[config.mk]
export PLATFORM = sky130hd
export DESIGN_NAME = rtc_timebase
export DESIGN_NICKNAME = d
export VERILOG_FILES = /design/src/rtl/rtc_tbase_pkg.sv /design/src/rtl/rtc_div_ctrl.sv /design/src/rtl/rtc_div_chain.sv /design/src/rtl/rtc_div_rate.sv /design/src/rtl/rtc_div_uip.sv /design/src/rtl/rtc_timebase.sv
export SDC_FILE = /design/constraint.sdc
export NUM_CORES = 1
export LEC_CHECK = 0
export BUFFER_PORTS_ARGS = -buffer_cell sky130_fd_sc_hd__buf_2
export CAP_MARGIN = 20
export CORE_MARGIN = 2
export CORE_UTILIZATION = 40
export CTS_BUF_LIST = sky130_fd_sc_hd__clkbuf_8
export DETAILED_ROUTE_END_ITERATION = 10
export PLACE_DENSITY_LB_ADDON = 0.3
export SYNTH_ARGS = -nofsm -noshare
export SYNTH_HDL_FRONTEND = slang
export SYNTH_SLANG_ARGS = --single-unit
[constraint.sdc]
create_clock -name clk -period 4.7 [get_ports clk]
set_clock_uncertainty 0.2 [all_clocks]
set_input_delay 0.47 -clock clk [delete_from_list [all_inputs] [get_ports clk]]
set_output_delay 0.47 -clock clk [all_outputs]
set_load 0.02 [all_outputs]
[src/rtl/rtc_tbase_pkg.sv]
`timescale 1ns/1ps
package rtc_tbase_pkg;

    typedef enum logic [1:0] {
        CH_CLEAR = 2'd0,
        CH_RUN   = 2'd1,
        CH_STALL = 2'd2
    } chain_state_e;

    typedef enum logic [1:0] {
        UP_IDLE = 2'd0,
        UP_WARN = 2'd1,
        UP_BUSY = 2'd2
    } upd_state_e;

    localparam logic [2:0] MODE_NORMAL = 3'b010;
    localparam logic [2:0] MODE_SKIP_A = 3'b011;
    localparam logic [2:0] MODE_SKIP_B = 3'b100;
    localparam logic [2:0] MODE_SKIP_C = 3'b101;

    // Chain state named by a mode code
    function automatic chain_state_e mode_state(input logic [2:0] mode);
        case (mode)
            MODE_NORMAL, MODE_SKIP_A, MODE_SKIP_B, MODE_SKIP_C: return CH_RUN;
            3'b110, 3'b111:                                       return CH_CLEAR;
            default:                                              return CH_STALL;
        endcase
    endfunction

    // Number of low stages skipped for a mode code
    function automatic int mode_skip(input logic [2:0] mode, input int unit);
        case (mode)
            MODE_SKIP_A: return unit;
            MODE_SKIP_B: return 2 * unit;
            MODE_SKIP_C: return 3 * unit;
            default:     return 0;
        endcase
    endfunction

    // Counter bit watched for a rate code; low codes alias higher ones
    function automatic logic [4:0] rate_bit(input logic [3:0] code);
        case (code)
            4'd1:    return 5'd6;
            4'd2:    return 5'd7;
            default: return {1'b0, code} - 5'd2;
        endcase
    endfunction

endpackage

[src/rtl/rtc_div_ctrl.sv]
`timescale 1ns/1ps
module rtc_div_ctrl
    import rtc_tbase_pkg::*;
(
    input  logic         clk,
    input  logic         rst_n,
    input  logic         wr_en,
    input  logic [6:0]   wr_data,
    output logic [2:0]   mode_o,
    output logic [3:0]   rate_o,
    output chain_state_e state_o
);

    logic [2:0]   mode_q;
    logic [3:0]   rate_q;
    chain_state_e st_q, st_nxt;

    // Control fields: kept across system reset
    always_ff @(posedge clk) begin
        if (wr_en) begin
            mode_q <= wr_data[6:4];
            rate_q <= wr_data[3:0];
        end
    end

    // State register
    always_ff @(posedge clk) begin
        if (!rst_n) st_q <= CH_CLEAR;
        else        st_q <= st_nxt;
    end

    // Next state and outputs
    always_comb begin
        st_nxt  = mode_state(mode_q);
        mode_o  = mode_q;
        rate_o  = rate_q;
        state_o = st_q;
    end

    // a clearing mode reaches CH_CLEAR one cycle after the write lands
    assert_clear_follows_R2: assert property (@(posedge clk) disable iff (!rst_n)
        (wr_en && wr_data[6:5] == 2'b11) |=> ##1 (st_q == CH_CLEAR));

    // a freezing mode reaches CH_STALL one cycle after the write lands
    assert_stall_follows_R6: assert property (@(posedge clk) disable iff (!rst_n)
        (wr_en && wr_data[6:5] == 2'b00) |=> ##1 (st_q == CH_STALL));

endmodule

[src/rtl/rtc_div_chain.sv]
`timescale 1ns/1ps
module rtc_div_chain
    import rtc_tbase_pkg::*;
#(
    parameter int N        = 15,
    parameter int BYP_UNIT = 5
) (
    input  logic         clk,
    input  logic         rst_n,
    input  chain_state_e state_i,
    input  logic [2:0]   mode_i,
    output logic [N-1:0] cnt_o,
    output logic [N-1:0] cnt_nxt_o,
    output logic         tick_o
);

    localparam logic [N-1:0] HALF = {1'b1, {(N-1){1'b0}}};
    localparam logic [N:0]   ONE  = {{N{1'b0}}, 1'b1};

    logic [N-1:0] cnt_q;
    logic [N:0]   step;
    logic [N:0]   sum;

    always_comb begin
        step = ONE << mode_skip(mode_i, BYP_UNIT);
        sum  = {1'b0, cnt_q} + step;
    end

    always_ff @(posedge clk) begin
        if (!rst_n) begin
            cnt_q <= HALF;
        end else begin
            unique case (state_i)
                CH_CLEAR: cnt_q <= HALF;
                CH_RUN:   cnt_q <= sum[N-1:0];
                default:  cnt_q <= cnt_q;
            endcase
        end
    end

    always_comb begin
        tick_o    = (state_i == CH_RUN) && sum[N];
        cnt_o     = cnt_q;
        cnt_nxt_o = (state_i == CH_RUN) ? sum[N-1:0] : cnt_q;
    end

    // a cleared chain holds the half-way preload
    assert_clear_preload_R3: assert property (@(posedge clk) disable iff (!rst_n)
        (state_i == CH_CLEAR) |=> (cnt_q == HALF));

    // a stalled chain keeps its count
    assert_stall_hold_R6: assert property (@(posedge clk) disable iff (!rst_n)
        (state_i == CH_STALL) |=> $stable(cnt_q));

endmodule

[src/rtl/rtc_div_rate.sv]
`timescale 1ns/1ps
module rtc_div_rate #(
    parameter int N = 15
) (
    input  logic         clk,
    input  logic         rst_n,
    input  logic         run_i,
    input  logic         wr_en,
    input  logic [3:0]   rate_i,
    input  logic [N-1:0] cnt_i,
    input  logic [N-1:0] cnt_nxt_i,
    output logic         pulse_o
);

    localparam logic [N-1:0] ONE = {{(N-1){1'b0}}, 1'b1};

    logic [N-1:0] tap_mask;
    logic         rise;
    logic         pulse_q;

    // Taps beyond the chain shift out of the mask and stay silent
    always_comb begin
        tap_mask = (rate_i != 4'd0) ? (ONE << rtc_tbase_pkg::rate_bit(rate_i)) : '0;
        rise     = run_i && (|(~cnt_i & cnt_nxt_i & tap_mask));
    end

    // A write cycle drops the edge so a tap swap cannot leak a pulse
    always_ff @(posedge clk) begin
        if (!rst_n)     pulse_q <= 1'b0;
        else if (wr_en) pulse_q <= 1'b0;
        else            pulse_q <= rise;
    end

    assign pulse_o = pulse_q;

    // pulses are single cycles
    assert_pulse_single_R7: assert property (@(posedge clk) disable iff (!rst_n)
        pulse_q |=> !pulse_q);

    // code 0 is silent
    assert_code_zero_quiet_R9: assert property (@(posedge clk) disable iff (!rst_n)
        (rate_i == 4'd0 && !wr_en) |=> !pulse_q);

    // no pulse right after a write
    assert_no_pulse_after_write_R10: assert property (@(posedge clk) disable iff (!rst_n)
        wr_en |=> !pulse_q);

endmodule

[src/rtl/rtc_div_uip.sv]
`timescale 1ns/1ps
module rtc_div_uip
    import rtc_tbase_pkg::*;
#(
    parameter int N    = 15,
    parameter int LEAD = 16,
    parameter int HOLD = 8
) (
    input  logic         clk,
    input  logic         rst_n,
    input  logic         active_i,
    input  logic [N-1:0] cnt_i,
    input  logic         tick_i,
    output logic         uip_o
);

    localparam int              WARN_INT  = (1 << N) - LEAD - 2;
    localparam logic [N-1:0]    WARN_AT   = WARN_INT[N-1:0];
    localparam int              HW        = $clog2(HOLD + 1);
    localparam int              HOLD_M1   = HOLD - 1;
    localparam logic [HW-1:0]   HOLD_LAST = HOLD_M1[HW-1:0];
    localparam logic [HW-1:0]   H_ONE     = {{(HW-1){1'b0}}, 1'b1};

    upd_state_e    st_q, st_nxt;
    logic [HW-1:0] hold_q, hold_nxt;

    // State register
    always_ff @(posedge clk) begin
        if (!rst_n) begin
            st_q   <= UP_IDLE;
            hold_q <= '0;
        end else begin
            st_q   <= st_nxt;
            hold_q <= hold_nxt;
        end
    end

    // Transitions
    always_comb begin
        st_nxt   = st_q;
        hold_nxt = '0;
        if (!active_i) begin
            st_nxt = UP_IDLE;
        end else begin
            unique case (st_q)
                UP_IDLE: if (cnt_i >= WARN_AT) st_nxt = UP_WARN;
                UP_WARN: if (tick_i)           st_nxt = UP_BUSY;
                UP_BUSY: begin
                    if (hold_q == HOLD_LAST) st_nxt = UP_IDLE;
                    else                     hold_nxt = hold_q + H_ONE;
                end
                default: st_nxt = UP_IDLE;
            endcase
        end
    end

    // Outputs
    always_comb begin
        uip_o = (st_q != UP_IDLE);
    end

    // while idle below the window, no strobe can follow in normal mode
    assert_warn_before_tick_R11: assert property (@(posedge clk) disable iff (!rst_n)
        (st_q == UP_IDLE && active_i && cnt_i < WARN_AT) |=> !(active_i && tick_i));

    // the hold count never passes its limit
    assert_hold_bound_R12: assert property (@(posedge clk) disable iff (!rst_n)
        (st_q == UP_BUSY) |-> (hold_q <= HOLD_LAST));

endmodule

[src/rtl/rtc_timebase.sv]
`timescale 1ns/1ps
module rtc_timebase
    import rtc_tbase_pkg::*;
#(
    parameter int STAGES   = 15,
    parameter int BYP_UNIT = 5,
    parameter int UIP_LEAD = 16,
    parameter int UIP_HOLD = 8
) (
    input  logic       clk,
    input  logic       rst_n,
    input  logic       wr_en,
    input  logic [6:0] wr_data,
    output logic [7:0] rd_data,
    output logic       upd_tick_o,
    output logic       periodic_o,
    output logic       uip_o
);

    logic [2:0]        mode;
    logic [3:0]        rate;
    chain_state_e      ch_state;
    logic [STAGES-1:0] cnt, cnt_nxt;
    logic              tick, run, active, uip;

    rtc_div_ctrl u_ctrl (
        .clk     (clk),
        .rst_n   (rst_n),
        .wr_en   (wr_en),
        .wr_data (wr_data),
        .mode_o  (mode),
        .rate_o  (rate),
        .state_o (ch_state)
    );

    rtc_div_chain #(.N(STAGES), .BYP_UNIT(BYP_UNIT)) u_chain (
        .clk       (clk),
        .rst_n     (rst_n),
        .state_i   (ch_state),
        .mode_i    (mode),
        .cnt_o     (cnt),
        .cnt_nxt_o (cnt_nxt),
        .tick_o    (tick)
    );

    always_comb begin
        run    = (ch_state == CH_RUN);
        active = run && (mode == MODE_NORMAL);
    end

    rtc_div_rate #(.N(STAGES)) u_rate (
        .clk       (clk),
        .rst_n     (rst_n),
        .run_i     (run),
        .wr_en     (wr_en),
        .rate_i    (rate),
        .cnt_i     (cnt),
        .cnt_nxt_i (cnt_nxt),
        .pulse_o   (periodic_o)
    );

    rtc_div_uip #(.N(STAGES), .LEAD(UIP_LEAD), .HOLD(UIP_HOLD)) u_uip (
        .clk      (clk),
        .rst_n    (rst_n),
        .active_i (active),
        .cnt_i    (cnt),
        .tick_i   (tick),
        .uip_o    (uip)
    );

    always_comb begin
        upd_tick_o = tick;
        uip_o      = uip;
        rd_data    = {uip, mode, rate};
    end

endmodule

==> metrics.csv <==
stage,metric,value,unit
flow_run,max-cap viol count,0,
route,Avg WL per Cell,14.9,um
placement,Final GP Congestion,0.862,
yosys,Syn Area/Cell,8.12,sq um
worst_setup_path,crit path DAT,3.23,ns
worst_setup_path,kind of critical path,reg -> out,
grt,busiest grt layer,met2,
yosys,synth top area cells,"dfxtp_1, ha_1, edfxtp_1, nand2_1, a21oi_1",
finish,Antenna diodes,0,
sta,Worst-Margin Slew,0.764,ns
worst_setup_path,CP max stage delay,0.40,ns
sta,period utilization,0.831,
pwr,Static Leak,1.04,nW
clock_network,CTS Buf Count,5,
clock_network,clk slew on worst S/H paths,0.07,ns
finish,Filler Cell Count,576,
worst_setup_path,Crit Path Max Fanout,5,
worst_setup_path,Crit path top cell by count,ha_1,
yosys,Synth cell types,56,
placement,post-DP HPWL,4440,um
finish,layout cells sized above 1,0.117,
yosys,Post-synth EDFFs,7,
yosys,most numerous cell in the Yosys netlist,nand2_1,
route,First DRT Iteration DRCs,227,
yosys,Gate Count Post-Synth,291,
pwr,power density cells,267,nW/um^2
yosys,Synth top cells by count,"nand2_1, dfxtp_1, ha_1",
status,status,finished clean,
grt,largest net degree at the start of global routing,19,
floorplan,core area,5610,sq um
pwr,Overall Power,0.000717,W
route,DRT Wirelength,5920,um
finish,Non-Filler Instances,397,
clock_network,H-tree levels,2,
clock_network,CTS max path bufs,2,
worst_setup_path,CP Capture Type,primary output,
clock_network,CTS tree,done,
sta,Period minus WS final,3.90,ns
worst_setup_path,crit path launch type,flip-flop,
grt,global-route wire length before repair,9960,um
grt,Global Route met3 Usage,0.0467,
worst_setup_path,Critical Path RT,4.03,ns
yosys,post-synthesis sequential area ratio,0.292,
route,Vias/cell,5.71,
yosys,largest area contributor in the netlist,dfxtp_1,
route,Vias,2266,
finish,Syn-to-layout area delta,13.6,%
min_path,HP Class,in -> reg,
floorplan,die outline area,6540,sq um
clock_network,Clock Tree Root,clkbuf_8,
worst_setup_path,Crit-path slowest cell,edfxtp_1,
clock_network,TritonCTS Sinks,31,
yosys,asr flop ratio synth,0,
yosys,area share of the largest cell type after synthesis,0.203,
worst_setup_path,"Cell Chain, Critical Path","inv_1, ha_1, and3b_1, o21ai_0, nor2b_1, ha_1, nand3_2, a2111oi_4, nor3_2, or2_1, o211ai_1, buf_2",
route,drt first pass iters,4,
grt,vias in the first global route,2141,
floorplan,DIE WIDTH,80.9,um
grt,met1 GRT Util,0.254,
sta,Slew headroom,0.490,
clock_network,buffers inserted by post-CTS timing repair,0,
yosys,main flop type after synthesis,dfxtp_1,
worst_setup_path,r2r setup slk,0.91,ns
grt,grt met2 use,0.314,
yosys,Netlist Area Pre-Place,2360,sq um
route,DRT antenna net count,0,
finish,nets,355,
clock_network,Hold Buf Count CTS,0,
grt,initial antenna violation count,0,
sta,Fin. Hold Viols,0,
floorplan,Die Span Y,80.9,um
yosys,#FFs+latches synth,31,
placement,cell count after placement,389,
placement,Port Buffers,20,
sta,fmax,256,MHz
sta,Final Max Tran Viols,0,
yosys,Ys Warns,0,
sta,Total Neg Setup Slack,0,ns
pwr,worst vdd ir,172,uV
grt,overall routing resource usage,0.198,
floorplan,Ports,21,
route,DRC,0,
floorplan,row cnt,27,
grt,GRT overflow,0,
floorplan,initial core utilization,0.421,
clock_network,Resized cells post-CTS,0,
sta,RSZ-0062 raised after global routing,false,
sta,final setup violation count,0,
clock_network,Worst-Skew Late Latency,0.28,ns
[logic make-up (layout without fill, tap and decap cells)]
family,count (synthesis),in the layout,share of synthesized area
xor+xnor,11,11,0.0408
simple gates,131,131,0.299
other cells,2,13,0.00318
compound gates,73,73,0.208
buf+inv,20,43,0.0334
mux,2,2,0.00900
flops,31,31,0.292
fa+ha+maj,21,21,0.114
[final timing paths]
check	depth (start not counted)	from	endpoint
max reg2reg	15	u_ctrl.mode_o[1]$_DFFE_PP_	u_rate.pulse_o$_SDFF_PP0_
min	1	wr_data[3]	u_ctrl.rate_o[3]$_DFFE_PP_
max	12	u_ctrl.mode_o[1]$_DFFE_PP_	upd_tick_o
min reg2reg	1	u_uip.hold_q[0]$_SDFF_PP0_	u_uip.hold_q[0]$_SDFF_PP0_
[state kept, by name, summed over array words and instances, names as in the netlist]
signal,cells
u_chain.cnt_o,15
u_ctrl.rate_o,4
u_uip.hold_q,4
u_ctrl.mode_o,3
u_ctrl.state_o,2
u_uip.st_q,2
u_rate.pulse_o,1
[report_power, final]
group	leakage [nW]	internal, W	switching [W]
Sequential	0.263	0.000286	0.0000228
Combinational	0.723	0.0000572	0.0000883
Clock	0.0556	0.000155	0.000108
Total	1.04	0.000498	0.000219
[metrics by stage]
step           hold slack (ns)  instance area (sq um)   util  worst slack (ns)
3_5_place_dp             0.260                   2570  0.459             0.972
3_3_place_gp             0.235                   2570  0.459              1.10
4_1_cts                  0.150                   2680  0.478             0.768
6_report                 0.155                   2680  0.478             0.796
2_1_floorplan            0.218                   2400      -              1.11
5_1_grt                  0.148                   2680  0.478             0.517
[layer usage]
metal / part of all wire / vias to the layer above
li1: - / 1127
met2: 0.45 / 70
met4: 0.026 / 0
met3: 0.063 / 16
met5: 0 / -
met1: 0.46 / 1053
[placed cells by master (no fill, tap or decap), drive strengths merged, types with 2 or more instances in the layout]
master / n
nor3: 10
o31ai: 2
o211ai: 6
edfxtp: 7
xor2: 5
conb: 13
o22ai: 2
o21ai: 19
or4: 3
inv: 14
clkbuf: 5
nand3: 13
buf: 21
nand2: 35
o2111ai: 3
a21oi: 16
a21o: 4
a211oi: 3
a2111oi: 4
nor2b: 7
and3: 2
nor4b: 4
nand4: 3
a21boi: 5
nand3b: 6
dfxtp: 24
nor4: 6
and2: 10
or3b: 2
a31oi: 3
ha: 20
clkinv: 2
or2: 3
nor2: 19
nand2b: 5
xnor2: 6
[cell type report]
cell class	count	area, sq um	share of cell area
clock buffers	5	68.8	0.0257
multi-input cells	251	1630	0.609
clock inverters	3	38.8	0.0145
inverters	14	52.6	0.0196
repair buffers	21	108	0.0401
well taps	72	90.1	0.0336
flip-flops and latches	31	691	0.257
[critical path, delay by kind of cell (launching register included)]
kind | cells | cell delay [ns]
AND/OR/NAND/NOR | 5 | 0.92
flip-flops | 1 | 0.40
buffers and inverters | 2 | 0.33
AO/OA/AOI/OAI | 3 | 0.90
adder cells (fa/ha/maj) | 2 | 0.40
Power figures use the tool's default switching activity.
